## config.mk

```make
export PLATFORM = sky130hd
export DESIGN_NAME = adc_seq_ctrl
export DESIGN_NICKNAME = d
export VERILOG_FILES = /design/src/rtl/adc_seq_ctrl.sv
export SDC_FILE = /design/constraint.sdc
export NUM_CORES = 1
export LEC_CHECK = 0
export CORE_AREA = 3 3 67 69
export CTS_CLUSTER_SIZE = 20
export DETAILED_ROUTE_END_ITERATION = 8
export DIE_AREA = 0 0 70 72
export DONT_BUFFER_PORTS = 1
export PLACE_DENSITY_LB_ADDON = 0.05
export SYNTH_ARGS = -nofsm -noshare
export SYNTH_HDL_FRONTEND = slang
export SYNTH_SLANG_ARGS = --single-unit
```

## constraint.sdc

```tcl
create_clock -name clk -period 2.85 [get_ports clk]
set_input_delay 0.855 -clock clk [delete_from_list [all_inputs] [get_ports clk]]
set_output_delay 0.855 -clock clk [all_outputs]
set_load 0.02 [all_outputs]
```

## src/rtl/adc_seq_ctrl.sv

```systemverilog
module adc_seq_ctrl #(
  parameter int ADDR_W = 8,
  parameter int DATA_W = 32,
  parameter int CH_W   = 5,
  parameter int SC_W   = 2,
  parameter int RUN_W  = 4,
  parameter int RES_W  = 12
) (
  input  logic              clk,
  input  logic              rst_n,
  input  logic              wr_en,
  input  logic [ADDR_W-1:0] addr,
  input  logic [DATA_W-1:0] wdata,
  output logic [DATA_W-1:0] rdata,
  output logic              conv_start,
  output logic [CH_W-1:0]   conv_chan,
  output logic [SC_W-1:0]   conv_scale,
  output logic              conv_wide,
  input  logic              conv_done,
  input  logic [RES_W-1:0]  conv_data,
  output logic              irq
);
  localparam logic [ADDR_W-1:0] OFF_CTRL = ADDR_W'('h00);
  localparam logic [ADDR_W-1:0] OFF_CFG  = ADDR_W'('h04);
  localparam logic [ADDR_W-1:0] OFF_DATA = ADDR_W'('h4C);
  localparam logic [ADDR_W-1:0] OFF_IE   = ADDR_W'('h50);
  localparam logic [ADDR_W-1:0] OFF_CLR  = ADDR_W'('h54);
  localparam logic [ADDR_W-1:0] OFF_STS  = ADDR_W'('h58);
  localparam logic [ADDR_W-1:0] OFF_RAW  = ADDR_W'('h5C);
  localparam int RUN_LSB = 4;
  localparam int SC_LSB  = 9;

  logic              en_q, run_q, wide_q, ie_q, raw_q, start_q;
  logic [RUN_W-1:0]  runs_q, cnt_q;
  logic [CH_W-1:0]   chan_q;
  logic [SC_W-1:0]   scale_q;
  logic [RES_W-1:0]  res_q;

  logic wr_ctrl, wr_cfg, wr_ie, wr_clr, kill, launch, last, finish;
  logic unused_wbits;

  assign wr_ctrl = wr_en && (addr == OFF_CTRL);
  assign wr_cfg  = wr_en && (addr == OFF_CFG);
  assign wr_ie   = wr_en && (addr == OFF_IE);
  assign wr_clr  = wr_en && (addr == OFF_CLR);
  assign kill    = wr_ctrl && !wdata[0];
  assign launch  = wr_ctrl && wdata[0] && wdata[1] && !run_q;
  assign last    = (cnt_q == runs_q);
  assign finish  = run_q && conv_done && last && !kill;
  assign unused_wbits = ^wdata;

  always_ff @(posedge clk or negedge rst_n) begin
    if (!rst_n) begin
      en_q    <= 1'b0;
      wide_q  <= 1'b0;
      runs_q  <= '0;
      chan_q  <= '0;
      scale_q <= '0;
      ie_q    <= 1'b0;
    end else begin
      if (wr_ctrl) begin
        en_q   <= wdata[0];
        wide_q <= wdata[2];
        runs_q <= wdata[RUN_LSB +: RUN_W];
      end
      if (wr_cfg) begin
        chan_q  <= wdata[CH_W-1:0];
        scale_q <= wdata[SC_LSB +: SC_W];
      end
      if (wr_ie) ie_q <= wdata[0];
    end
  end

  always_ff @(posedge clk or negedge rst_n) begin
    if (!rst_n) begin
      run_q   <= 1'b0;
      start_q <= 1'b0;
      cnt_q   <= '0;
      res_q   <= '0;
    end else if (kill) begin
      run_q   <= 1'b0;
      start_q <= 1'b0;
    end else if (launch) begin
      run_q   <= 1'b1;
      start_q <= 1'b1;
      cnt_q   <= '0;
    end else begin
      start_q <= 1'b0;
      if (run_q && conv_done) begin
        if (last) begin
          run_q <= 1'b0;
          res_q <= conv_data;
        end else begin
          cnt_q   <= cnt_q + 1'b1;
          start_q <= 1'b1;
        end
      end
    end
  end

  always_ff @(posedge clk or negedge rst_n) begin
    if (!rst_n)                     raw_q <= 1'b0;
    else if (finish)                raw_q <= 1'b1;
    else if (wr_clr && wdata[0])    raw_q <= 1'b0;
  end

  always_comb begin
    rdata = '0;
    case (addr)
      OFF_CTRL: begin
        rdata[0] = en_q;
        rdata[1] = run_q;
        rdata[2] = wide_q;
        rdata[RUN_LSB +: RUN_W] = runs_q;
      end
      OFF_CFG: begin
        rdata[CH_W-1:0] = chan_q;
        rdata[SC_LSB +: SC_W] = scale_q;
      end
      OFF_DATA: rdata[RES_W-1:0] = res_q;
      OFF_IE:   rdata[0] = ie_q;
      OFF_STS:  rdata[0] = raw_q & ie_q;
      OFF_RAW:  rdata[0] = raw_q;
      default:  rdata = '0;
    endcase
  end

  assign conv_start = start_q;
  assign conv_chan  = chan_q;
  assign conv_scale = scale_q;
  assign conv_wide  = wide_q;
  assign irq        = raw_q & ie_q;
endmodule


```

==> impl_metrics.toml, run 1 <==
[floorplanning]
die_w_um = 70
dieArea_um2 = 5040
start_util_pct = 44.6
core-area_um2 = 3970
dieHeight_um = 72
ios = 98
rows = 23

[clock_network]
cts_tree = "done"
clk_pin_slew_ns = 0.07
htreeDepth = 2
clk_path_buf_depth = 2
clkSinkCount = 33
cts_setup_buffers = 0
clock_latency_ns = 0.28
clk_root_buffer_cell = "clkbuf_8"
cts_buffers = 5

[synthesis]
synth_top_area_share_pct = 46.6
synth_warnings = 0
avgSynthCellArea_um2 = 11.5
ys.flop_type = "dfrtp_1"
syn_inst = 154
synth-seq-cells = 33
synth_edf_count = 0
synthArstFlopShare_pct = 100
syn_area_um2 = 1770
netlist.top_cell.by_area = "dfrtp_1"
synthDistinctLibCells = 35
synth_area_leaders = "dfrtp_1 47%, mux2_2 16%, buf_4 8.9%"
ys_seq_area_share_pct = 46.6

[timing]
finalMaxSlewViolations = 0
rsz0062_at_grt = "yes"
finalSetupViolCount = 0
fmax_mhz = 355
fin_crit_sh_pct = 98.8
hold-worst-slack_ns = 0.261
tns_ns = 0
fin_crit_ns = 2.82
skew_ns = 0.00826
timing.final.ws_setup_ns = 0.0346
hold_viol_final = 0

[finish]
final_cells = 216
mostFrequentLayoutCells = "33 x dfrtp_1, 25 x mux2_2, 20 x conb_1, 15 x nand2_1"
synthToLayoutAreaGrowth_pct = 9.12
mostFrequentLayoutCell = "dfrtp_1"
n_antenna_cell = 0
final_net_count = 222
drive_gt1_share_pct = 33.1
fin_util_pct = 48.6
stdcell_area_um2 = 1930

[worst_setup_path]
rr_endpoint = "res_q[1]"
crit_arrival_ns = 1.96
cp-end-kind = "primary output"
crit_fanout = 6
reg2regPathDepth = 5
regToRegSetupSlack_ns = 1.28
critical_path_class = "in2out"
cp-startpoint = "addr[4]"
cp-start-kind = "primary input"
crit_required_ns = 2.00
r2r_start = "cnt_q[0]"

[pwr]
peakVddDrop_uv = 273
power_uw = 889
power_density_nw_per_um2 = 460
power.leakage_nw = 0.970

[drt]
initialDrtViolationCount = 27
ant_nets = 0
wirelength_mm = 3.60
drc = 0
via_per_inst = 5.24
drt-wirelength-per-cell_um = 16.6
drt_pass1_iterations = 4
vias = 1131

[grt]
grt_max_degree = 34
grt_first_pass_wirelength_mm = 5.85
grt_pass1_vias = 1207
track_usage_pct = 15.0
overflow = 0
antenna_found_initial = 0

[outcome]
outcome = "completed"

[placed_design]
placedInstanceArea_um2 = 1820
gp_congestion = 0.792
io_buffer_count = 0
dp_hpwl_mm = 2.78
dp.cells = 208
dp_slack_ns = -0.0196

[run]
cap_violations = 0

[worst_hold_path]
worstHoldPathType = "in2async"
-- power by group --
| part | total (mW) | switching (mW) | leakage (nW) | internal, mW |
|---|---|---|---|---|
| Combinational | 0.0558 | 0.0362 | 0.467 | 0.0196 |
| Clock | 0.334 | 0.165 | 0.0450 | 0.169 |
| Sequential | 0.499 | 0.0178 | 0.458 | 0.481 |
| Total | 0.889 | 0.219 | 0.970 | 0.670 |
-- worst max-delay path by stage --
stage          slack (ns)  cells after the start       end
2_1_floorplan      -0.003                      4  rdata[0]
5_1_grt             -0.02                      4  rdata[5]
3_5_place_dp        -0.02                      5  rdata[1]
3_3_place_gp        -0.01                      5  rdata[1]
6_report             0.03                      4  rdata[5]
4_1_cts              0.02                      5  rdata[1]
-- sequential cells by signal (all words and copies together) (netlist names), 2 cells and up --
signal      count
runs_q          4
conv_scale      2
conv_chan       5
cnt_q           4
res_q          12
-- synth_stat cells, types with 2 or more instances --
| master | instances |
|---|---|
| dfrtp_1 | 33 |
| mux2_2 | 25 |
| buf_4 | 21 |
| nand2_1 | 18 |
| a22o_1 | 6 |
| a22oi_1 | 4 |
| mux2i_1 | 4 |
| xnor2_1 | 4 |
| and2_1 | 3 |
| inv_1 | 3 |
| nand3_1 | 3 |
| o21ai_0 | 3 |
| nand4_1 | 2 |
| nor2_1 | 2 |
| nor3_1 | 2 |
| nor3b_1 | 2 |
-- critical path, stage by stage --
cell and delay [ns]:
or3_4 0.41, nor4_4 0.22, buf_4 0.20, a22o_1 0.27
-- cell type report --
cell class | instances | area, um2
repair buffers | 7 | 68.8
well taps | 50 | 62.6
inverters | 3 | 11.3
fillers | 395 | 2040
clock inverters | 2 | 10.0
clock buffers | 6 | 72.6
flip-flops and latches | 33 | 826
multi-input cells | 115 | 881
-- layer usage --
layer	global-route usage (%)	vias up	part of all wire, %
li1	-	530	-
met1	18.8	544	42
met2	23.8	53	48
met3	6.23	4	9.4
met4	4.47	0	0.72
met5	0	-	0
-- timing repair --
item,4_1_cts,5_1_grt
hold buffers,0,0
gates resized for setup,6,6
setup endpoints to repair,6,7
endpoints found under the hold margin,0,0
-- cell families after synthesis --
logic type                 count (synthesis)  synth area share (%)
and+or+nand+nor                           43                  14.6
DFF                                       33                  46.6
muxes                                     29                  18.2
buffers and inverters                     25                  9.75
AOI/OAI and AO/OA                         17                  7.42
xor gates and xnor gates                   5                  2.47
adders and majority gates                  1                 0.707
other                                      1                 0.212
(Power assumes the default switching activity.)
==> inputs of run 2 (changes only) <==
--- a/config.mk
+++ b/config.mk
@@ -11,6 +11,8 @@
 export DIE_AREA = 0 0 70 72
 export DONT_BUFFER_PORTS = 1
 export PLACE_DENSITY_LB_ADDON = 0.05
+export SETUP_SLACK_MARGIN = 0.4
+export SKIP_LAST_GASP = 1
 export SYNTH_ARGS = -nofsm -noshare
 export SYNTH_HDL_FRONTEND = slang
 export SYNTH_SLANG_ARGS = --single-unit
==> impl_metrics.toml, run 2 (same netlist as run 1, synthesis figures left out) <==
[clock_network]
clk_path_buf_depth = 2
clk_root_buffer_cell = "clkbuf_8"
clkSinkCount = 33
clock_latency_ns = 0.27
htreeDepth = 2
clk_pin_slew_ns = 0.06
cts_hold_buf = 0
cts_buffers = 5
cts_tree = "done"

[worst_setup_path]
slowest_delay_ns = 0.41
path_delay_family = "simple AND/OR/NAND/NOR gates"
r2r_start = "cnt_q[0]"
crit_fanout = 5
cp-start-kind = "primary input"
regToRegSetupSlack_ns = 1.25
crit_arrival_ns = 1.97
reg2regPathDepth = 5
path_cells = "or3_4, nor4_4, buf_4, a22oi_1, nand2_2"
critPathBufInv = 1
cpMaxStageDelayCell = "or3_4"
cp-end-kind = "primary output"
crit_required_ns = 2.00
critical_path_class = "in2out"
rr_endpoint = "res_q[1]"

[drt]
drt_pass1_iterations = 4
initialDrtViolationCount = 19
via_per_inst = 5.35
drt-wirelength-per-cell_um = 16.7
ant_nets = 0
vias = 1150
drc = 0
wirelength_mm = 3.59

[floorplanning]
rows = 23
ios = 98
start_util_pct = 44.6
dieArea_um2 = 5040
die_w_um = 70
dieHeight_um = 72
core-area_um2 = 3970

[finish]
regArea_um2 = 826
stdcell_area_um2 = 1990
n_antenna_cell = 0
largest_reg_flops = 12
multi_input_area_um2 = 938
synthToLayoutAreaGrowth_pct = 12.6
largest-register = "res_q"
mostFrequentLayoutCell = "dfrtp_1"
num-fill-cells = 378
final_net_count = 222
mostFrequentLayoutCells = "33 x dfrtp_1, 25 x mux2_2, 20 x conb_1, 15 x nand2_1, 6 x clkbuf_8"
drive_gt1_share_pct = 35.8

[timing]
fmax_mhz = 354
finalMaxSlewViolations = 0
rsz0062_at_grt = "yes"
fin_crit_ns = 2.82
slew-limit-headroom_pct = 66.8
worst_slew_pin_slew_ns = 0.497
finalSetupViolCount = 0
skew_ns = 0.00357
tns_ns = 0
fin_crit_sh_pct = 99.0
hold_viol_final = 0
hold-worst-slack_ns = 0.269

[placed_design]
gp_congestion = 0.764
placedInstanceArea_um2 = 1830
dp_hpwl_mm = 2.77
io_buffer_count = 0

[grt]
overflow = 0
grt_pass1_vias = 1229
track_usage_pct = 14.9
grt_max_degree = 34
grt_first_pass_wirelength_mm = 5.85
antenna_found_initial = 0

[pwr]
power.leakage_nw = 1.00
peakVddDrop_uv = 314
power_density_nw_per_um2 = 452

[worst_hold_path]
worstHoldPathType = "in2async"

[run]
cap_violations = 0

[outcome]
outcome = "completed"
-- run 2: final cells by class --
class                           instances  area share, %
Multi-Input combinational cell        115           47.1
Sequential cell                        33           41.4
Clock buffer                            7           4.33
Timing Repair Buffer                    7           3.45
Tap cell                               50           3.14
Inverter                                3          0.565
-- run 2: stage by stage --
stage	utilization [%]	setup slack (ns)	std cells	total power, mW
after CTS	50.2	0.0173	215	0.917
after floorplan	-	0.00460	173	0.576
after detailed placement	46.2	0.000929	206	0.563
after global routing	50.2	-0.0212	215	0.947
final	50.2	0.0281	215	0.901
after global placement	46.2	-0.00733	206	0.561
-- run 2: power breakdown --
| group | total, mW | switching (mW) | internal, mW | leakage (nW) |
|---|---|---|---|---|
| Combinational | 0.0576 | 0.0366 | 0.0210 | 0.503 |
| Clock | 0.344 | 0.152 | 0.191 | 0.0443 |
| Sequential | 0.500 | 0.0182 | 0.482 | 0.458 |
| Total | 0.901 | 0.207 | 0.694 | 1.00 |
-- run 2: what timing repair did --
action                                  CTS  global route
setup buffers                             2             0
endpoints found under the setup margin   12            12
resized for setup                        13             0
pin swaps                                 3             0
-- run 2: worst max-delay path by stage --
stage               startpoint        end  cells after the start
detailed placement     addr[4]   rdata[1]                      5
finish                 addr[4]   rdata[4]                      5
CTS                    addr[4]   rdata[4]                      5
global route           addr[4]   rdata[4]                      5
global placement       addr[4]   rdata[7]                      4
floorplan              addr[4]  rdata[10]                      3
-- run 2: metal layers --
layer	wire length [um]	GRT usage [%]	part of all wire, %
met2	1780	25.0	50
met1	1420	17.2	40
met3	366	6.93	10
met4	17	4.47	0.47
met5	0	0	0
-- run 2: worst reg2reg max path, stage by stage (launching register included) --
cell and delay (ns):
dfrtp_1 0.44, xnor2_1 0.17, nand4_1 0.19, nand2b_1 0.22
buf_4 0.19, mux2_2 0.28
==> inputs of run 3 (changes only) <==
--- a/config.mk
+++ b/config.mk
@@ -6,7 +6,7 @@
 export NUM_CORES = 1
 export LEC_CHECK = 0
 export CORE_AREA = 3 3 67 69
-export CTS_CLUSTER_SIZE = 20
+export CTS_CLUSTER_SIZE = 14
 export DETAILED_ROUTE_END_ITERATION = 8
 export DIE_AREA = 0 0 70 72
 export DONT_BUFFER_PORTS = 1
==> results of run 3 <==
The final DEF is identical to that of run 2; final timing and power are the same.
